$ cat src/rtl/burst_xfer_engine.sv
module burst_xfer_engine #(
  parameter int ADDR_W      = 32,
  parameter int DATA_W      = 32,
  parameter int BUF_AW      = 10,
  parameter int LEN_W       = 20,
  parameter int MAX_BEATS   = 256,
  parameter int ACK_TIMEOUT = 1024,
  localparam int BEAT_W     = $clog2(MAX_BEATS) + 1
) (
  input  logic              clk,
  input  logic              rst_n,
  input  logic              req_valid,
  input  logic              req_write,
  input  logic [ADDR_W-1:0] req_addr,
  input  logic [LEN_W-1:0]  req_len,
  input  logic [BUF_AW-1:0] req_buf_addr,
  output logic              req_ready,
  output logic              done,
  output logic              ack_timeout,
  output logic              cmd_valid,
  output logic              cmd_write,
  output logic [ADDR_W-1:0] cmd_addr,
  output logic [BEAT_W-1:0] cmd_beats,
  input  logic              mem_rd_rdy,
  input  logic              mem_wr_rdy,
  input  logic              rd_beat_valid,
  input  logic [DATA_W-1:0] rd_beat_data,
  output logic              rd_beat_ready,
  output logic              wr_beat_valid,
  output logic [DATA_W-1:0] wr_beat_data,
  input  logic              wr_beat_ready,
  output logic              buf_en,
  output logic              buf_we,
  output logic [BUF_AW-1:0] buf_addr,
  output logic [DATA_W-1:0] buf_wdata,
  input  logic [DATA_W-1:0] buf_rdata
);
  localparam int BYTES = DATA_W / 8;
  localparam int SHIFT = $clog2(BYTES);
  localparam int REM_W = LEN_W + 1;
  localparam int TMO_W = $clog2(ACK_TIMEOUT) + 1;

  typedef enum logic [2:0] {S_IDLE, S_CMD, S_RD, S_WFETCH, S_WSEND} st_t;

  st_t               st;
  logic              is_wr, done_q, tmo_flag;
  logic [ADDR_W-1:0] cur_addr;
  logic [REM_W-1:0]  rem;
  logic [BEAT_W-1:0] burst_left;
  logic [BUF_AW-1:0] bptr;
  logic [TMO_W-1:0]  tmo;

  wire [REM_W-1:0]  req_beats  = ({1'b0, req_len} + REM_W'(BYTES - 1)) >> SHIFT;
  wire [BEAT_W-1:0] burst_sz   = (rem > REM_W'(MAX_BEATS)) ? BEAT_W'(MAX_BEATS) : BEAT_W'(rem);
  wire              ack_match  = is_wr ? mem_wr_rdy : mem_rd_rdy;
  wire              beat_taken = (st == S_RD && rd_beat_valid) || (st == S_WSEND && wr_beat_ready);

  assign req_ready     = (st == S_IDLE);
  assign done          = done_q;
  assign ack_timeout   = tmo_flag;
  assign cmd_valid     = (st == S_CMD);
  assign cmd_write     = is_wr;
  assign cmd_addr      = cur_addr;
  assign cmd_beats     = burst_sz;
  assign rd_beat_ready = (st == S_RD);
  assign wr_beat_valid = (st == S_WSEND);
  assign wr_beat_data  = buf_rdata;
  assign buf_we        = (st == S_RD) && rd_beat_valid;
  assign buf_en        = buf_we || (st == S_WFETCH);
  assign buf_addr      = bptr;
  assign buf_wdata     = rd_beat_data;

  always_ff @(posedge clk) begin
    if (!rst_n) begin
      st         <= S_IDLE;
      is_wr      <= 1'b0;
      done_q     <= 1'b0;
      tmo_flag   <= 1'b0;
      cur_addr   <= '0;
      rem        <= '0;
      burst_left <= '0;
      bptr       <= '0;
      tmo        <= '0;
    end else begin
      done_q <= 1'b0;
      case (st)
        S_IDLE: if (req_valid) begin
          is_wr    <= req_write;
          cur_addr <= req_addr;
          rem      <= req_beats;
          bptr     <= req_buf_addr;
          tmo      <= '0;
          if (req_beats == '0) done_q <= 1'b1;
          else st <= S_CMD;
        end
        S_CMD: if (ack_match) begin
          burst_left <= burst_sz;
          rem        <= rem - REM_W'(burst_sz);
          cur_addr   <= cur_addr + (ADDR_W'(burst_sz) << SHIFT);
          tmo        <= '0;
          st         <= is_wr ? S_WFETCH : S_RD;
        end else if (tmo == TMO_W'(ACK_TIMEOUT - 1)) begin
          tmo_flag <= 1'b1;
          st       <= S_IDLE;
        end else begin
          tmo <= tmo + 1'b1;
        end
        S_WFETCH: st <= S_WSEND;
        S_RD, S_WSEND: if (beat_taken) begin
          bptr       <= bptr + 1'b1;
          burst_left <= burst_left - 1'b1;
          if (burst_left == BEAT_W'(1)) begin
            if (rem == '0) begin
              done_q <= 1'b1;
              st     <= S_IDLE;
            end else begin
              st <= S_CMD;
            end
          end else if (st == S_WSEND) begin
            st <= S_WFETCH;
          end
        end
        default: st <= S_IDLE;
      endcase
    end
  end

  AST_CMD_HOLD: assert property (@(posedge clk) disable iff (!rst_n)
    (cmd_valid && !ack_match && tmo != TMO_W'(ACK_TIMEOUT - 1)) |=> (cmd_valid && $stable(cmd_addr) && $stable(cmd_beats)));
  AST_NO_EARLY_DATA: assert property (@(posedge clk) disable iff (!rst_n)
    cmd_valid |-> (!buf_en && !wr_beat_valid));
  AST_PTR_STEP: assert property (@(posedge clk) disable iff (!rst_n)
    buf_we |=> (buf_addr == BUF_AW'($past(buf_addr) + 1'b1)));
  AST_BURST_MAX: assert property (@(posedge clk) disable iff (!rst_n)
    cmd_valid |-> (cmd_beats != '0 && cmd_beats <= BEAT_W'(MAX_BEATS)));
  AST_DONE_IDLE: assert property (@(posedge clk) disable iff (!rst_n)
    done |-> req_ready);
  AST_TMO_STICKY: assert property (@(posedge clk) disable iff (!rst_n)
    ack_timeout |=> ack_timeout);
endmodule

$ cat config.mk
export PLATFORM = sky130hd
export DESIGN_NAME = burst_xfer_engine
export DESIGN_NICKNAME = d
export VERILOG_FILES = /design/src/rtl/burst_xfer_engine.sv
export SDC_FILE = /design/constraint.sdc
export NUM_CORES = 1
export LEC_CHECK = 0
export BUFFER_PORTS_ARGS = -buffer_cell sky130_fd_sc_hd__buf_2
export CORE_MARGIN = 1.5
export CORE_UTILIZATION = 44
export CTS_CLUSTER_DIAMETER = 150
export DETAILED_ROUTE_END_ITERATION = 10
export PLACE_DENSITY = 0.76
export SYNTH_ARGS = -nofsm -noshare
export SYNTH_HDL_FRONTEND = slang
export SYNTH_SLANG_ARGS = --single-unit
$ cat constraint.sdc
create_clock -name clk -period 3.3 [get_ports clk]
set_clock_uncertainty 0.15 [all_clocks]
set_input_delay 0.495 -clock clk [delete_from_list [all_inputs] [get_ports clk]]
set_output_delay 0.495 -clock clk [all_outputs]
set_load 0.01 [all_outputs]
==> results.json, run 1 <==
{
  "path_class": "reg2reg",
  "drv_slew": 0,
  "ios": 258,
  "wl_um": 17900,
  "syn_area_mm2": 0.00614,
  "synth_top_family_by_area": "simple AND/OR/NAND/NOR gates",
  "vias": 6360,
  "path_clk_slew_ns": 0.06,
  "numCtsBuffers": 9,
  "slowest_delay_ns": 0.41,
  "synth_fa_ha_area_share_pct": 3.18,
  "maxCapViolations": 0,
  "netlist_instances": 819,
  "drt_first_pass_iters": 5,
  "setup_viol": 0,
  "end_kind": "flip-flop",
  "htree_levels": 3,
  "drc": 0,
  "wl_per_cell_um": 16.5,
  "synth-xor-area-share_pct": 4.71,
  "root_buffer": "clkbuf_16",
  "fp-row-count": 42,
  "drive_gt1_share_pct": 27.1,
  "cp_cell_sequence": "nor4_4 -> nand4_1 -> a21oi_4 -> and2_4 -> ha_4 -> fa_2 -> a211oi_2 -> nor3_2 -> o22ai_2 -> or3b_4 -> and3_4 -> o31a_1",
  "critPathLaunchType": "flip-flop",
  "stdcell_count": 1087,
  "timing.critical_path.from": "rem[10]$_SDFFE_PN0P_",
  "grt_max_degree": 47,
  "ys.flop_type": "dfxtp_1",
  "groute.usage.overall_pct": 24.1,
  "grt_first_pass_wirelength_um": 28600,
  "slew_headroom_pct": 29.8,
  "core-area_mm2": 0.0135,
  "ys_seq_elements": 89,
  "n_fill_cell": 1308,
  "clkSinkCount": 89,
  "synth_edf_count": 0,
  "yosysWarnings": 0,
  "diodes": 0,
  "run_status": "complete, no violations",
  "postCtsHoldBufs": 0,
  "gp_congestion": 0.922,
  "timing.rr.end": "cmd_addr[24]$_SDFFE_PN0P_",
  "synth-seq-area-share_pct": 29.0,
  "worstPathMaxFanout": 8,
  "peakVddDrop_mv": 0.316,
  "drt_iter0_drc": 621,
  "placed_cell_area_mm2": 0.00678,
  "final-hold-violation-count": 0,
  "synth-simple-area-share_pct": 26.8,
  "worstReg2RegStart": "rem[10]$_SDFFE_PN0P_",
  "postRouteAntennaNets": 0,
  "tightest_slew_ns": 1.05,
  "utilization_pct": 54.0,
  "cp-endpoint": "cmd_addr[24]$_SDFFE_PN0P_",
  "hpwl_um": 12700,
  "avgSynthCellArea_um2": 7.50,
  "rr_worst_depth": 12,
  "power.density_mw_per_mm2": 829,
  "start_util_pct": 45.6,
  "antenna_found_initial": 0,
  "synth_cell_type_count": 68,
  "grt_pass1_vias": 5853,
  "fmax_mhz": 309,
  "clkLatencyLatePin_ns": 0.35,
  "fin_crit_sh_pct": 98.2,
  "cp_slowest_cell": "or3b_4",
  "die_area_mm2": 0.0147,
  "rsz0062_at_grt": "true",
  "port_buffers": 129,
  "ys_async_sr_fraction_pct": 0,
  "crit_required_ns": 3.39,
  "grt_overflow": 0,
  "area_growth_pct": 18.2,
  "placed_cells": 1068,
  "layout.nets": 1056,
  "cts_tree": "done",
  "fin_crit_ns": 3.24,
  "synth_compound_area_share_pct": 23.9,
  "die_width_um": 121,
  "p_leak_nw": 2.92,
  "dieHeight_um": 121,
  "clockBufferDepth": 2,
  "synth_mux_area_share_pct": 1.04,
  "stdcell_area_mm2": 0.00726,
  "syn-num-nets": 968,
  "hp-class": "in2reg",
  "critPathArrivalTime_ns": 3.33,
  "regToRegSetupSlack_ns": 0.06,
  "routed_via_density": 5.85
}
[layout make-up]
cell class / count / area, um^2 / share of cell area (%)
multi-input combinational: 611 / 3860 / 53.2
sequential: 89 / 1780 / 24.6
timing repair buffer: 181 / 1040 / 14.3
clock buffer: 12 / 256 / 3.53
tap: 176 / 220 / 3.03
inverter: 15 / 56.3 / 0.775
clock inverter: 3 / 40.0 / 0.551
[metrics by stage]
step	hold slack, ns	worst slack, ns	TNS (ns)	power [mW]
floorplan	0.260	-0.0411	-0.0411	3.70
global placement	0.272	0.0678	0	4.69
detailed placement	0.284	-0.000347	-0.000347	4.73
CTS	0.227	0.0635	0	5.80
global route	0.241	-0.0989	-0.580	6.41
finish	0.233	0.0599	0	6.02
[how the worst min path moves through the flow]
stage	from	to	slack, ns	cells after the start
floorplan	tmo[10]$_SDFFE_PN0P_	tmo[10]$_SDFFE_PN0P_	0.26	2
global placement	tmo[10]$_SDFFE_PN0P_	tmo[10]$_SDFFE_PN0P_	0.27	2
detailed placement	tmo[10]$_SDFFE_PN0P_	tmo[10]$_SDFFE_PN0P_	0.28	2
CTS	req_addr[1]	cmd_addr[1]$_SDFFE_PN0P_	0.23	3
global route	req_addr[1]	cmd_addr[1]$_SDFFE_PN0P_	0.24	3
finish	req_addr[1]	cmd_addr[1]$_SDFFE_PN0P_	0.23	3
[cells in the mapped netlist (6+ instances only)]
| cell type | n | share of area (%) |
|---|---|---|
| a211oi_1 | 24 | 2.9 |
| nand4_1 | 14 | 1.4 |
| nor2_1 | 82 | 5.0 |
| nor4_1 | 18 | 1.8 |
| o211ai_1 | 9 | 1.1 |
| and2_1 | 14 | 1.4 |
| nand3_1 | 30 | 2.4 |
| a21oi_1 | 52 | 4.2 |
| a311oi_1 | 8 | 1.1 |
| and3_1 | 14 | 1.4 |
| a21o_1 | 8 | 0.98 |
| dfxtp_1 | 89 | 29 |
| xor2_1 | 12 | 1.7 |
| inv_1 | 14 | 0.86 |
| nand2_1 | 87 | 5.3 |
| o22ai_1 | 9 | 0.92 |
| xnor2_1 | 21 | 3.0 |
| ha_1 | 14 | 2.9 |
| buf_4 | 65 | 7.9 |
| a22oi_1 | 6 | 0.73 |
| o21ai_0 | 46 | 3.7 |
| a31oi_1 | 14 | 1.4 |
| nor3_1 | 30 | 2.4 |
| or4_1 | 8 | 0.98 |
| clkbuf_1 | 33 | 2.0 |
| nand2b_1 | 9 | 0.92 |
[where the power goes]
group / total, mW / leakage (nW) / switching (mW) / internal (mW)
Combinational: 3.21 / 2.04 / 1.88 / 1.33
Clock: 1.04 / 0.148 / 0.423 / 0.622
Sequential: 1.76 / 0.731 / 0.384 / 1.38
Total: 6.02 / 2.92 / 2.69 / 3.33
[layer usage]
layer	wire length, um	GRT usage (%)	part of all wire, %	up-vias
li1	-	-	-	3114
met1	8050	33.3	45	2907
met2	7920	37.0	44	302
met3	1590	5.03	8.9	37
met4	329	8.60	1.8	0
met5	0	0	0	-
[registers in the layout, summed over array words and instances, names as in the netlist]
name / flops
rem: 21
burst_left: 9
cmd_write: 1
done: 1
ack_timeout: 1
tmo: 11
cmd_addr: 32
st: 3
buf_addr: 10
[cell families after synthesis]
logic type / count (synthesis)
AO/OA/AOI/OAI: 223
other: 1
buffers and inverters: 119
AND/OR/NAND/NOR: 333
XOR/XNOR: 33
multiplexers: 6
flip-flops: 89
adder cells (fa/ha/maj): 15
[critical path, delay by kind of cell, from the launching register on]
family | cells | cell delay (ns)
adder cells (fa/ha/maj) | 2 | 0.35
flip-flops | 1 | 0.35
AO/OA/AOI/OAI | 4 | 0.71
AND/OR/NAND/NOR | 6 | 1.57
[cells in the final DEF, fill, tap and decap left out, types with 4 or more instances in the layout]
cell type | synthesis | routed
buf_2 | 5 | 129
clkbuf_16 | 0 | 9
a221oi_1 | 5 | 4
or4_1 | 8 | 8
nand2_1 | 87 | 86
o221ai_1 | 5 | 5
nor4_1 | 18 | 16
ha_4 | 0 | 4
nand4_1 | 14 | 14
a21oi_1 | 52 | 50
nor3_1 | 30 | 28
o21ai_0 | 46 | 44
nor3_2 | 2 | 4
nand2b_1 | 9 | 9
o22ai_1 | 9 | 7
a22oi_1 | 6 | 6
nor2b_1 | 5 | 5
nor2_1 | 82 | 81
dfxtp_1 | 89 | 87
and2_1 | 14 | 10
xnor2_1 | 21 | 21
o211ai_1 | 9 | 9
and3_1 | 14 | 13
a21o_1 | 8 | 8
nand3_1 | 30 | 30
buf_4 | 65 | 51
a31oi_1 | 14 | 14
xor2_1 | 12 | 12
a211oi_1 | 24 | 21
ha_1 | 14 | 8
a311oi_1 | 8 | 6
inv_1 | 14 | 14
[timing repair]
action	in CTS	in global routing
hold endpoints to repair	0	0
setup endpoints to repair	2	22
pin swaps	0	12
gates resized for setup	2	30
buffers inserted	0	4
(Power assumes the default switching activity.)
==> inputs of run 2 (changes only) <==
ABC_AREA = 1   (was default)
CORE_UTILIZATION = 46   (was 44)
PLACE_DENSITY = 0.78   (was 0.76)
==> results.json, run 2 <==
{
  "placed_cell_area_mm2": 0.00712,
  "min_path_cells": 3,
  "drc": 0,
  "synth_top_cell_by_area": "dfxtp_1",
  "setup_viol": 0,
  "area_growth_pct": 12.5,
  "ios": 258,
  "n_fill_cell": 1456,
  "hpwl_um": 13200,
  "critPathLaunchType": "flip-flop",
  "critical_path_buf_inv_count": 2,
  "fin_crit_ns": 3.12,
  "htree_levels": 3,
  "largest_reg_flops": 32,
  "synth_edf_count": 0,
  "setup_slack_ns": 0.182,
  "port_buffers": 129,
  "syn-num-nets": 1209,
  "layout_common_cells": "203 x nand2_1, 129 x buf_2, 107 x nor2_1",
  "synth_cell_type_count": 46,
  "wl_per_cell_um": 14.3,
  "hp-start": "req_addr[1]",
  "dp_slack_ns": 0.0371,
  "yosys-top-cells-area": "dfxtp_1 26%, nand2_1 11%, buf_4 7.2%, a21oi_1 6.7%, nor2_1 6.6%",
  "drive_gt1_share_pct": 20.2,
  "path_clk_slew_ns": 0.07,
  "crit_required_ns": 3.40,
  "postRouteAntennaNets": 0,
  "utilization_pct": 52.6,
  "clkSinkCount": 89,
  "synth_top_cell_area_share_pct": 26.4,
  "die_width_um": 124,
  "worstPathMaxFanout": 9,
  "ys.flop_type": "dfxtp_1",
  "clkLatencyLatePin_ns": 0.35,
  "maxCapViolations": 0,
  "cp_cell_sequence": "nor2_1 -> nand2_1 -> nor2_1 -> nand2_2 -> nand2_2 -> inv_4 -> nor2_2 -> ha_1 -> nand2_1 -> nand2_1 -> a31oi_1 -> nand2_2 -> nand2_1 -> nand2_1 -> nand2_4 -> nor3_1 -> or2_2 -> nand3_1 -> nand3_1 -> nand3_1 -> inv_1",
  "cp_top_family": "simple AND/OR/NAND/NOR gates",
  "grt_first_pass_wirelength_um": 29700,
  "layout.nets": 1265,
  "synth-seq-area-share_pct": 26.4,
  "hold_path_end": "cmd_addr[1]$_SDFFE_PN0P_",
  "start_util_pct": 46.8,
  "diodes": 0,
  "peakVddDrop_mv": 0.451,
  "vias": 7053,
  "drt_iter0_drc": 608,
  "avgSynthCellArea_um2": 6.37,
  "cp_slowest_cell": "dfxtp_1",
  "tightest_slew_ns": 0.660,
  "run_status": "complete, no violations",
  "finalPower_mw": 6.67,
  "grt_max_degree": 59,
  "final-hold-violation-count": 0,
  "yosysWarnings": 0,
  "grt_overflow": 0,
  "fp-row-count": 44,
  "p_leak_nw": 3.37,
  "gp_congestion": 0.922,
  "wl_um": 18700,
  "routed_via_density": 5.40,
  "core-area_mm2": 0.0144,
  "dieHeight_um": 124,
  "fin_crit_sh_pct": 94.5,
  "antenna_found_initial": 0,
  "die_area_mm2": 0.0154,
  "drv_slew": 0,
  "worstReg2RegStart": "rem[16]$_SDFFE_PN0P_",
  "groute.usage.overall_pct": 24.2,
  "critPathArrivalTime_ns": 3.22,
  "cpMostUsedCell": "nand2_1",
  "root_buffer": "clkbuf_16",
  "drt_first_pass_iters": 4,
  "cts_tree": "done",
  "syn_area_mm2": 0.00675,
  "slew_headroom_pct": 55.5,
  "path_class": "reg2reg",
  "regToRegSetupSlack_ns": 0.18,
  "hp-class": "in2reg",
  "stdcell_area_mm2": 0.00759,
  "clockBufferDepth": 2,
  "end_kind": "flip-flop",
  "ys_async_sr_fraction_pct": 0,
  "rr_worst_depth": 21,
  "final_common_cell": "nand2_1",
  "netlist_instances": 1060,
  "ys_seq_elements": 89,
  "yosysMostFrequentCell": "nand2_1",
  "slowest_delay_ns": 0.36,
  "fmax_mhz": 321,
  "power.density_mw_per_mm2": 878,
  "numCtsBuffers": 9,
  "timing.rr.end": "cmd_addr[18]$_SDFFE_PN0P_",
  "synth_common_cells": "206 x nand2_1, 119 x nor2_1, 105 x inv_1",
  "grt_pass1_vias": 6334
}
## run 2: cell types whose count changed after synthesis, moves of 9 or more
cell      change
inv_1        +91
nand3_1      +34
nand2b_1      -9
and2_1       -14
xnor2_1       -9
inv_2        +10
nand2_1     +119
nor2_1       +37
and3_1       -12
o21ai_0      +42
a21oi_1      +38
nor4_1       -10
a211oi_1     -22
## run 2: metal layers
layer / GRT usage (%) / up-vias / wire (um)
li1: - / 3568 / -
met5: 0 / - / 0
met1: 30.3 / 3162 / 8140
met3: 5.95 / 45 / 1440
met2: 40.1 / 278 / 8660
met4: 9.52 / 0 / 408
## run 2: cell families (layout without fill, tap and decap cells)
group,Yosys count,in the layout,share of synthesized area (%)
xor+xnor,29,29,3.76
other cells,1,1,0.0556
buf+inv,218,279,16.0
flops,89,89,26.4
fa+ha+maj,15,15,2.89
compound gates,239,239,20.5
simple gates,469,469,30.3
## run 2: area by class of cell
class | count | area [um^2] | area share, %
Multi-Input combinational cell | 753 | 3960 | 52.2
Sequential cell | 89 | 1790 | 23.6
Timing Repair Buffer | 147 | 793 | 10.4
Clock buffer | 10 | 239 | 3.15
Inverter | 116 | 438 | 5.77
Clock inverter | 6 | 138 | 1.81
Tap cell | 184 | 230 | 3.03
## run 2: how the worst max path moves through the flow
stage,from,to,slack (ns),depth (start not counted)
2_1_floorplan,rem[17]$_SDFFE_PN0P_,cmd_addr[27]$_SDFFE_PN0P_,0.20,20
5_1_grt,rem[16]$_SDFFE_PN0P_,cmd_addr[14]$_SDFFE_PN0P_,-0.14,23
3_5_place_dp,rem[12]$_SDFFE_PN0P_,cmd_addr[14]$_SDFFE_PN0P_,0.04,23
6_report,rem[16]$_SDFFE_PN0P_,cmd_addr[18]$_SDFFE_PN0P_,0.18,21
3_3_place_gp,rem[12]$_SDFFE_PN0P_,cmd_addr[14]$_SDFFE_PN0P_,0.15,23
4_1_cts,rem[12]$_SDFFE_PN0P_,cmd_addr[14]$_SDFFE_PN0P_,0.008,23
## run 2: power breakdown
group	switching (mW)	leakage, nW	internal, mW	total, mW
Combinational	2.25	2.45	1.29	3.54
Sequential	0.405	0.734	1.42	1.82
Clock	0.461	0.183	0.842	1.30
## run 2: worst reg2reg max path, delay by kind of cell (launching register included)
kind            cells  cell delay (ns)
simple gates       17             1.88
flops               1             0.36
fa+ha+maj           1             0.32
compound gates      1             0.19
buf+inv             2             0.12
## run 2: metrics by stage
step	cells	hold slack (ns)	TNS, ns
6_report	1305	0.223	0
5_1_grt	1305	0.231	-1.03
4_1_cts	1304	0.217	0
3_5_place_dp	1288	0.308	0
3_3_place_gp	1288	0.303	0
2_1_floorplan	1060	0.294	0
## run 2: repair_timing
action	CTS	global route
buffers inserted	0	1
endpoints found under the setup margin	0	19
resized for setup	0	32
hold buffers	0	0
